`src/rtl/ctrl_window_pkg.sv`:
```
package ctrl_window_pkg;

   typedef enum logic [1:0] {
      CLS_VALID  = 2'd0,
      CLS_UNUSED = 2'd1,
      CLS_LOCKUP = 2'd2
   } acc_cls_e;

   typedef enum logic [2:0] {
      TGT_NONE   = 3'd0,
      TGT_IO     = 3'd1,
      TGT_BUSACK = 3'd2,
      TGT_BUSREQ = 3'd3,
      TGT_RESET  = 3'd4,
      TGT_TIMER  = 3'd5,
      TGT_BANK   = 3'd6
   } acc_tgt_e;

   typedef struct packed {
      acc_cls_e cls;
      acc_tgt_e tgt;
      logic     odd;
   } dec_t;

   localparam logic [7:0] SP_IO     = 8'h00;
   localparam logic [7:0] SP_BUSARB = 8'h11;
   localparam logic [7:0] SP_CRESET = 8'h12;
   localparam logic [7:0] SP_TIMER  = 8'h30;
   localparam logic [7:0] SP_BANK   = 8'h41;

   function automatic logic sp_reserved(input logic [7:0] sp);
      return (sp == 8'h10) || (sp == 8'h20) || (sp == 8'h40) ||
             (sp == 8'h44) || (sp == 8'h50);
   endfunction

   localparam int NUM_CBITS = 3;
   localparam int CB_BUSREQ = 0;
   localparam int CB_RESET  = 1;
   localparam int CB_BANK   = 2;

endpackage

```
`src/rtl/cwd_decode.sv`:
```
module cwd_decode
   import ctrl_window_pkg::*;
#(
   parameter int ADDR_W = 16
) (
   input  logic [ADDR_W-1:0] addr,
   input  logic              wr,
   input  logic              boot_en,
   input  logic              timer_ok,
   output dec_t              dec
);
   localparam int SP_LSB = 8;

   logic [7:0] sp;
   logic [7:0] lo;

   assign sp = addr[SP_LSB +: 8];
   assign lo = addr[7:0];

   always_comb begin
      dec.cls = CLS_UNUSED;
      dec.tgt = TGT_NONE;
      dec.odd = lo[0];
      unique case (sp)
         SP_IO: begin
            if (wr ? ((lo & 8'hE1) == 8'h01) : (lo[7:5] == 3'b000)) begin
               dec.cls = CLS_VALID;
               dec.tgt = TGT_IO;
            end
         end
         SP_BUSARB: begin
            if (!lo[0]) begin
               dec.cls = CLS_VALID;
               dec.tgt = wr ? TGT_BUSREQ : TGT_BUSACK;
            end
         end
         SP_CRESET: begin
            if (wr && !lo[0]) begin
               dec.cls = CLS_VALID;
               dec.tgt = TGT_RESET;
            end
         end
         SP_TIMER: begin
            if (timer_ok) begin
               dec.cls = CLS_VALID;
               dec.tgt = TGT_TIMER;
            end
         end
         SP_BANK: begin
            if (lo[0] && (!wr || boot_en)) begin
               dec.cls = CLS_VALID;
               dec.tgt = TGT_BANK;
            end
         end
         default: begin
            if (!sp_reserved(sp)) dec.cls = CLS_LOCKUP;
         end
      endcase
   end
endmodule

```
`src/rtl/cwd_ctrl_regs.sv`:
```
module cwd_ctrl_regs
   import ctrl_window_pkg::*;
#(
   parameter int DATA_W = 8,
   parameter logic [NUM_CBITS-1:0] RST_VAL = '0
) (
   input  logic              clk,
   input  logic              rst_n,
   input  logic              strb,
   input  logic              wr,
   input  dec_t              dec,
   input  logic [DATA_W-1:0] wdata,
   output logic [NUM_CBITS-1:0] bits_q
);
   localparam acc_tgt_e TGT_OF [NUM_CBITS] = '{TGT_BUSREQ, TGT_RESET, TGT_BANK};

   logic wr_valid;
   assign wr_valid = strb && wr && (dec.cls == CLS_VALID);

   for (genvar i = 0; i < NUM_CBITS; i++) begin : g_cbit
      always_ff @(posedge clk) begin
         if (!rst_n)
            bits_q[i] <= RST_VAL[i];
         else if (wr_valid && (dec.tgt == TGT_OF[i]))
            bits_q[i] <= wdata[0];
      end
   end
endmodule

```
`src/rtl/cwd_read_path.sv`:
```
module cwd_read_path
   import ctrl_window_pkg::*;
#(
   parameter int DATA_W = 8
) (
   input  logic                clk,
   input  logic                rst_n,
   input  logic                strb,
   input  logic                wr,
   input  dec_t                dec,
   input  logic [DATA_W-1:0]   io_rdata,
   input  logic [2*DATA_W-1:0] timer_rdata,
   input  logic                bank_bit,
   output logic [DATA_W-1:0]   rd_data,
   output logic                rd_valid,
   output logic                unused_pulse
);
   localparam logic [DATA_W-1:0] ALL_ONES = '1;

   logic [DATA_W-1:0] rd_next;

   always_comb begin
      rd_next = ALL_ONES;
      if (dec.cls == CLS_VALID) begin
         unique case (dec.tgt)
            TGT_IO:    rd_next = io_rdata;
            TGT_TIMER: rd_next = dec.odd ? timer_rdata[DATA_W-1:0]
                                         : timer_rdata[2*DATA_W-1:DATA_W];
            TGT_BANK:  rd_next = {ALL_ONES[DATA_W-1:1], bank_bit};
            default:   rd_next = ALL_ONES;
         endcase
      end
   end

   always_ff @(posedge clk) begin
      if (!rst_n) begin
         rd_data      <= '0;
         rd_valid     <= 1'b0;
         unused_pulse <= 1'b0;
      end else begin
         rd_valid     <= strb && !wr;
         unused_pulse <= strb && (dec.cls == CLS_UNUSED);
         if (strb && !wr) rd_data <= rd_next;
      end
   end
endmodule

```
`src/rtl/cwd_halt.sv`:
```
module cwd_halt
   import ctrl_window_pkg::*;
#(
   parameter bit STICKY = 1'b1
) (
   input  logic clk,
   input  logic rst_n,
   input  logic strb,
   input  dec_t dec,
   input  logic force_ack,
   output logic halt_q
);
   logic trip;
   assign trip = strb && (dec.cls == CLS_LOCKUP) && !force_ack;

   if (STICKY) begin : g_sticky
      always_ff @(posedge clk) begin
         if (!rst_n)    halt_q <= 1'b0;
         else if (trip) halt_q <= 1'b1;
      end
   end else begin : g_pulse
      always_ff @(posedge clk) begin
         if (!rst_n) halt_q <= 1'b0;
         else        halt_q <= trip;
      end
   end
endmodule

```
`src/rtl/ctrl_window_dec.sv`:
```
module ctrl_window_dec
   import ctrl_window_pkg::*;
#(
   parameter int ADDR_W      = 16,
   parameter int DATA_W      = 8,
   parameter int IO_IDX_W    = 4,
   parameter bit TIMER_EN    = 1'b1,
   parameter bit HALT_STICKY = 1'b1
) (
   input  logic                clk,
   input  logic                rst_n,
   input  logic                cfg_force_ack,
   input  logic                cfg_boot_en,
   input  logic                timer_present,
   input  logic                acc_strb,
   input  logic                acc_wr,
   input  logic [ADDR_W-1:0]   acc_addr,
   input  logic [DATA_W-1:0]   acc_wdata,
   output logic [DATA_W-1:0]   rd_data,
   output logic                rd_valid,
   output logic                unused_pulse,
   output logic                halt,
   output logic [IO_IDX_W-1:0] io_idx,
   output logic                io_wr_en,
   output logic [DATA_W-1:0]   io_wdata,
   input  logic [DATA_W-1:0]   io_rdata,
   output logic                timer_wr_en,
   output logic [7:0]          timer_waddr,
   output logic [DATA_W-1:0]   timer_wdata,
   input  logic [2*DATA_W-1:0] timer_rdata,
   output logic                busreq_bit,
   output logic                cpu_reset_bit,
   output logic                bank_bit
);
   if (ADDR_W < 16) begin : g_bad_addr
      $error("ctrl_window_dec: ADDR_W must be at least 16");
   end
   if (DATA_W != 8) begin : g_bad_data
      $error("ctrl_window_dec: DATA_W must be 8");
   end
   if (IO_IDX_W != 4) begin : g_bad_idx
      $error("ctrl_window_dec: IO_IDX_W must be 4");
   end

   dec_t                 dec;
   logic                 timer_ok;
   logic [NUM_CBITS-1:0] cbits;
   logic                 wr_valid;

   if (TIMER_EN) begin : g_timer
      assign timer_ok = timer_present;
   end else begin : g_no_timer
      assign timer_ok = 1'b0;
   end

   cwd_decode #(.ADDR_W(ADDR_W)) u_decode (
      .addr     (acc_addr),
      .wr       (acc_wr),
      .boot_en  (cfg_boot_en),
      .timer_ok (timer_ok),
      .dec      (dec)
   );

   cwd_ctrl_regs #(.DATA_W(DATA_W), .RST_VAL('0)) u_regs (
      .clk    (clk),
      .rst_n  (rst_n),
      .strb   (acc_strb),
      .wr     (acc_wr),
      .dec    (dec),
      .wdata  (acc_wdata),
      .bits_q (cbits)
   );

   cwd_read_path #(.DATA_W(DATA_W)) u_read (
      .clk          (clk),
      .rst_n        (rst_n),
      .strb         (acc_strb),
      .wr           (acc_wr),
      .dec          (dec),
      .io_rdata     (io_rdata),
      .timer_rdata  (timer_rdata),
      .bank_bit     (cbits[CB_BANK]),
      .rd_data      (rd_data),
      .rd_valid     (rd_valid),
      .unused_pulse (unused_pulse)
   );

   cwd_halt #(.STICKY(HALT_STICKY)) u_halt (
      .clk       (clk),
      .rst_n     (rst_n),
      .strb      (acc_strb),
      .dec       (dec),
      .force_ack (cfg_force_ack),
      .halt_q    (halt)
   );

   assign wr_valid      = acc_strb && acc_wr && (dec.cls == CLS_VALID);
   assign io_wr_en      = wr_valid && (dec.tgt == TGT_IO);
   assign timer_wr_en   = wr_valid && (dec.tgt == TGT_TIMER);
   assign io_idx        = acc_addr[IO_IDX_W:1];
   assign io_wdata      = acc_wdata;
   assign timer_wdata   = acc_wdata;
   assign timer_waddr   = acc_addr[7:0];
   assign busreq_bit    = cbits[CB_BUSREQ];
   assign cpu_reset_bit = cbits[CB_RESET];
   assign bank_bit      = cbits[CB_BANK];
endmodule

```
`config.mk`:
```
export PLATFORM = sky130hd
export DESIGN_NAME = ctrl_window_dec
export DESIGN_NICKNAME = d
export VERILOG_FILES = /design/src/rtl/ctrl_window_pkg.sv /design/src/rtl/cwd_decode.sv /design/src/rtl/cwd_ctrl_regs.sv /design/src/rtl/cwd_read_path.sv /design/src/rtl/cwd_halt.sv /design/src/rtl/ctrl_window_dec.sv
export SDC_FILE = /design/constraint.sdc
export NUM_CORES = 1
export LEC_CHECK = 0
export CAP_MARGIN = 30
export CORE_ASPECT_RATIO = 1.1
export CORE_MARGIN = 2
export CORE_UTILIZATION = 30
export CTS_BUF_LIST = sky130_fd_sc_hd__clkbuf_4
export DETAILED_ROUTE_END_ITERATION = 8
export PLACE_DENSITY_LB_ADDON = 0.05
export SLEW_MARGIN = 20
export SYNTH_ARGS = -nofsm -noshare
export SYNTH_HDL_FRONTEND = slang
export SYNTH_SLANG_ARGS = --single-unit
export TNS_END_PERCENT = 5
```
`constraint.sdc`:
```
create_clock -name clk -period 4.27 [get_ports clk]
set_input_delay 0.854 -clock clk [delete_from_list [all_inputs] [get_ports clk]]
set_output_delay 0.854 -clock clk [all_outputs]
set_load 0.03 [all_outputs]
```
# Word level (Yosys, flattened, before mapping)
# Cells that the tools add are included.
[word_totals]
reg_bits = 14
latchBits = 0
ram_bits = 0
romBits = 0
output_inout_bits = 44
memories = 0
[op_classes]
add_sub_neg = 0
n_mul = 0
div = 0
order_cmp = 0
n_eq_ne = 17
shifts = 0
mux = 13
n_bitwise = 0
reduce_logical = 24
[op_table]
columns = ["op", "n"]
rows = [
  ["$eq 8x7->1 const B", 4],
  ["$eq 8x5->1 const B", 3],
  ["$pmux 8 s3", 1],
  ["$mux 4", 5],
  ["$eq 8x6->1 const B", 2],
  ["$mux 8", 2],
  ["$pmux 3 s5", 1],
  ["$logic_and 1x1->1", 13],
  ["$pmux 2 s5", 1],
  ["$eq 3x3->1 const B", 3],
  ["$logic_not 8->1", 1],
  ["$logic_or 1x1->1", 5],
  ["$eq 4x1->1 const B", 1],
  ["$eq 3x1->1 const B", 1],
  ["$eq 3x2->1 const B", 1],
  ["$logic_not 1->1", 3],
  ["$logic_not 3->1", 1],
  ["$eq 2x1->1 const B", 1],
  ["$eq 2x2->1 const B", 1],
  ["$logic_not 2->1", 1],
  ["$mux 1", 2],
  ["$mux 2", 1],
]

# Depth between registers and ports, before layout
[depth]
depth_word = 10
depth_mapped = 6
depth_no_buf = 5

# Hierarchy
# From an unflattened synthesis, not the netlist that was laid out.
[unflattened]
hier_cells = 157
area_unflattened_um2 = 1428.9
[modules_own_cells]
columns = ["mod", "n_inst", "cells_each", "area_each_um2"]
rows = [
  ["cwd_read_path", 1, 55, 590.6],
  ["cwd_decode", 1, 54, 355.3],
  ["ctrl_window_dec", 1, 31, 255.2],
  ["cwd_ctrl_regs", 1, 14, 187.7],
  ["cwd_halt", 1, 3, 40.0],
]

# Worst setup path before layout
# OpenSTA, ideal clock, no wires.
[synth_timing]
path_type = "input port to output port"
startpoint = "input port acc_addr[15]"
endpoint = "output port timer_wr_en"
t_arrival_ns = 2.220
setup_slack_ns = 1.196
stages = 5
cell_sequence = "nor4_4 -> nand2_2 -> or3_4 -> buf_6 -> nor2_1"
[synth_between]
elab_chain_len = 10
[synth_lines]
columns = ["item", "line_no", "rtl"]
rows = [
  ["from (decl)", "ctrl_window_dec.sv:17", "input logic [ADDR_W-1:0] acc_addr,"],
  ["$eq 8x5->1 / $eq 8x6->1 (equally long branches)", "ctrl_window_pkg.sv:32", "return (sp == 8'h10) || (sp == 8'h20) || (sp == 8'h40) ||"],
  ["$logic_or 1x1->1 (3 in series)", "ctrl_window_pkg.sv:32", ""],
  ["$logic_or 1x1->1", "ctrl_window_pkg.sv:33", "(sp == 8'h44) || (sp == 8'h50);"],
  ["$mux 2", "cwd_decode.sv:56", "if (!sp_reserved(sp)) dec.cls = CLS_LOCKUP;"],
  ["$pmux 2 s5", "cwd_decode.sv:24", "unique case (sp)"],
  ["$logic_not 2->1", "ctrl_window_dec.sv:97", "assign wr_valid = acc_strb && acc_wr && (dec.cls == CLS_VALID);"],
  ["$logic_and 1x1->1", "ctrl_window_dec.sv:97", ""],
  ["$logic_and 1x1->1 *", "ctrl_window_dec.sv:99", "assign timer_wr_en = wr_valid && (dec.tgt == TGT_TIMER);"],
  ["to (decl)", "ctrl_window_dec.sv:27", "output logic timer_wr_en,"],
]
# Mark *: on every way between the ends. The rest lies on a longest branch, timed or not.

# Worst setup path in the final report
[layout_timing]
startpoint = "input port acc_addr[14]"
endpoint = "output port timer_wr_en"
# The elaborated chain is that of the path after synthesis.

==> results.json <==
{
  "hold-worst-slack_ns": 0.498,
  "dp_hpwl_mm": 2.69,
  "cts_buf_count": 3,
  "detail-route-antenna-nets": 0,
  "numClockSinks": 14,
  "slew_viol_final": 0,
  "pin_count": 99,
  "final_layout_size_suffix_gt1_frac": 0.0604,
  "synth.top_cells.by_area": "dfxtp_1 23%, buf_4 19%, mux2i_1 9.9%",
  "number_of_port_buffers": 65,
  "max_cap_violations": 0,
  "setup_repair_after_global_routing_missed_its_margin": "no",
  "synthesis.area_per_instance_um2": 8.29,
  "power.density_cell_area_nw_per_um2": 197,
  "antenna_found_initial": 0,
  "route.vias.total": 1150,
  "post-cts-setup-buffers": 0,
  "synth_enable_flop_cells": 0,
  "synthMostInstantiatedCell": "buf_4",
  "post_synth_arst_share": 0,
  "cts_tree": "done",
  "multi_input_comb_area_um2": 654,
  "starting_density": 0.310,
  "grt_use_total": 0.155,
  "end_kind": "primary output",
  "post-route-period-util": 0.952,
  "arrival_ns": 3.21,
  "fp-row-count": 24,
  "ys_top_cells_by_count": "30 x buf_4, 14 x dfxtp_1, 12 x mux2i_1",
  "globalRouteOverflowTotal": 0,
  "wl_per_cell_um": 14.3,
  "area_delta_synth_final_pct": 39.8,
  "detail_route.iter0.violations": 86,
  "synth_cell_type_count": 38,
  "critical_path_class": "primary input to primary output",
  "status": "finished clean",
  "share_of_the_yosys_chip_area_belonging_to_registers": 0.232,
  "grt_first_pass_wirelength_mm": 5.55,
  "fp.dieW_um": 64.6,
  "route.detailed.vias_per_inst": 4.91,
  "required_ns": 3.42,
  "worst_ir_drop_vdd_v": 0.000159,
  "first_global_vias": 1152,
  "clkTransAtPathRegs_ns": 0.08,
  "critical_path.max_fanout": 11,
  "synthFlopType": "dfxtp_1",
  "placed_area_um2": 1670,
  "nets": 238,
  "mappedNetlistNets": 201,
  "die_height_um": 70.6,
  "p_leak_nw": 0.599,
  "worst_max_slew_pin_slew_ns": 0.637,
  "final-setup-viol-count": 0,
  "place.gp.congestion": 0.828,
  "largest_area_contributor_in_the_netlist": "dfxtp_1",
  "hold_path_class": "flip-flop to flip-flop",
  "core-area_um2": 3900,
  "die_area_um2": 4560,
  "synth.yosys.warnings": 0,
  "synth_largest_type_area_fraction": 0.232,
  "max_clock_freq_mhz": 246,
  "grt_start_max_net_pins": 16,
  "critPathLaunchType": "primary input",
  "worst_slew_slack_as_a_fraction_of_its_limit": 0.575,
  "clock_latency_reported_for_the_late_side_of_the_worst_skew_pair_ns": 0.28,
  "cts_max_level": 1,
  "number_of_search_and_repair_iterations_in_the_first_detailed_routing_pass": 4,
  "sequential_cell_area_um2": 280,
  "utilization": 0.433,
  "cts_buffer_depth": 2,
  "n_antenna_cell": 0,
  "postSynthRegisterBits": 14,
  "layout.filler_cells": 401,
  "wl_mm": 3.35,
  "drcViolationCount": 0,
  "synthCells": 146,
  "cts_root_buffer": "clkbuf_4",
  "netlist_area_um2": 1210,
  "final.min_clock_period_ns": 4.06,
  "final_non_filler_cell_area_um2": 1690,
  "skew_ns": 0.00450,
  "cts-resized-gates": 0,
  "timing.final.hold_violations": 0,
  "finalSetupTns_ns": 0,
  "post_cts_hold_buffer_count": 0
}
worst paths after layout:
kind | from | to | slack [ns] | cells after the start
max | acc_addr[14] | timer_wr_en | 0.21 | 6
min | u_halt.halt_q | u_halt.halt_q | 0.50 | 2
max reg2reg | u_regs.bits_q[2] | u_read.rd_data[0] | 3.28 | 3
min reg2reg | u_halt.halt_q | u_halt.halt_q | 0.50 | 2
layout make-up:
cell class / instances / share of cell area
repair buffers: 66 / 0.389
clock buffers: 3 / 0.0133
well taps: 52 / 0.0385
multi-input cells: 96 / 0.387
clock inverters: 1 / 0.00222
inverters: 2 / 0.00444
flip-flops and latches: 14 / 0.166
worst max-delay path: stages:
cell,delay [ns]
clkdlybuf4s50_1,0.54
nor4_4,0.46
nand2_2,0.11
or3_4,0.45
nor2_1,0.11
clkdlybuf4s50_1,0.68
power by group:
| group | leakage, nW | switching [mW] | internal, mW |
|---|---|---|---|
| logic | 0.469 | 0.0537 | 0.0661 |
| registers | 0.115 | 0.00295 | 0.137 |
| clock network | 0.0154 | 0.0404 | 0.0339 |
| total | 0.599 | 0.0971 | 0.237 |
through the flow:
| stage | total power [mW] | setup slack, ns | std cells |
|---|---|---|---|
| after detailed placement | 0.263 | 0.198 | 230 |
| after floorplan | 0.235 | 1.20 | 146 |
| final | 0.334 | 0.206 | 234 |
| after global placement | 0.262 | 0.220 | 230 |
| after global routing | 0.354 | 0.0704 | 234 |
| after CTS | 0.341 | 0.197 | 234 |
flip-flops by register name, summed over array words and instances, names as in the netlist:
register,cells
u_read.rd_data,8
u_regs.bits_q,3
u_halt.halt_q,1
u_read.rd_valid,1
u_read.unused_pulse,1
per-layer routing:
| metal | part of all wire | wire (um) | GRT usage | up-vias |
|---|---|---|---|---|
| met2 | 0.47 | 1580 | 0.273 | 61 |
| li1 | - | - | - | 576 |
| met3 | 0.092 | 307 | 0.0477 | 2 |
| met4 | 0.0075 | 25 | 0.0355 | 0 |
| met1 | 0.43 | 1450 | 0.186 | 511 |
| met5 | 0 | 0 | 0 | - |
cell families after synthesis:
group,Yosys count,synth area share
flops,14,0.232
buf+inv,36,0.228
mux,12,0.0993
xor+xnor,1,0.00724
simple gates,46,0.237
compound gates,37,0.198
layout by cell type (no fill, tap or decap), types with 2 or more instances in the layout:
cell type	n
a2bb2oi_1	7
and2_1	3
nor3_1	3
a211oi_1	2
o21ai_0	11
nand3_1	2
nor2_1	5
inv_1	2
nor2b_1	9
nand2_1	7
nand2b_1	2
clkdlybuf4s50_1	65
clkbuf_4	3
a31oi_1	3
nand4_1	4
a21oi_1	8
dfxtp_1	14
or3_1	2
mux2i_1	12
Note: power is estimated with default switching activity, not from simulation.
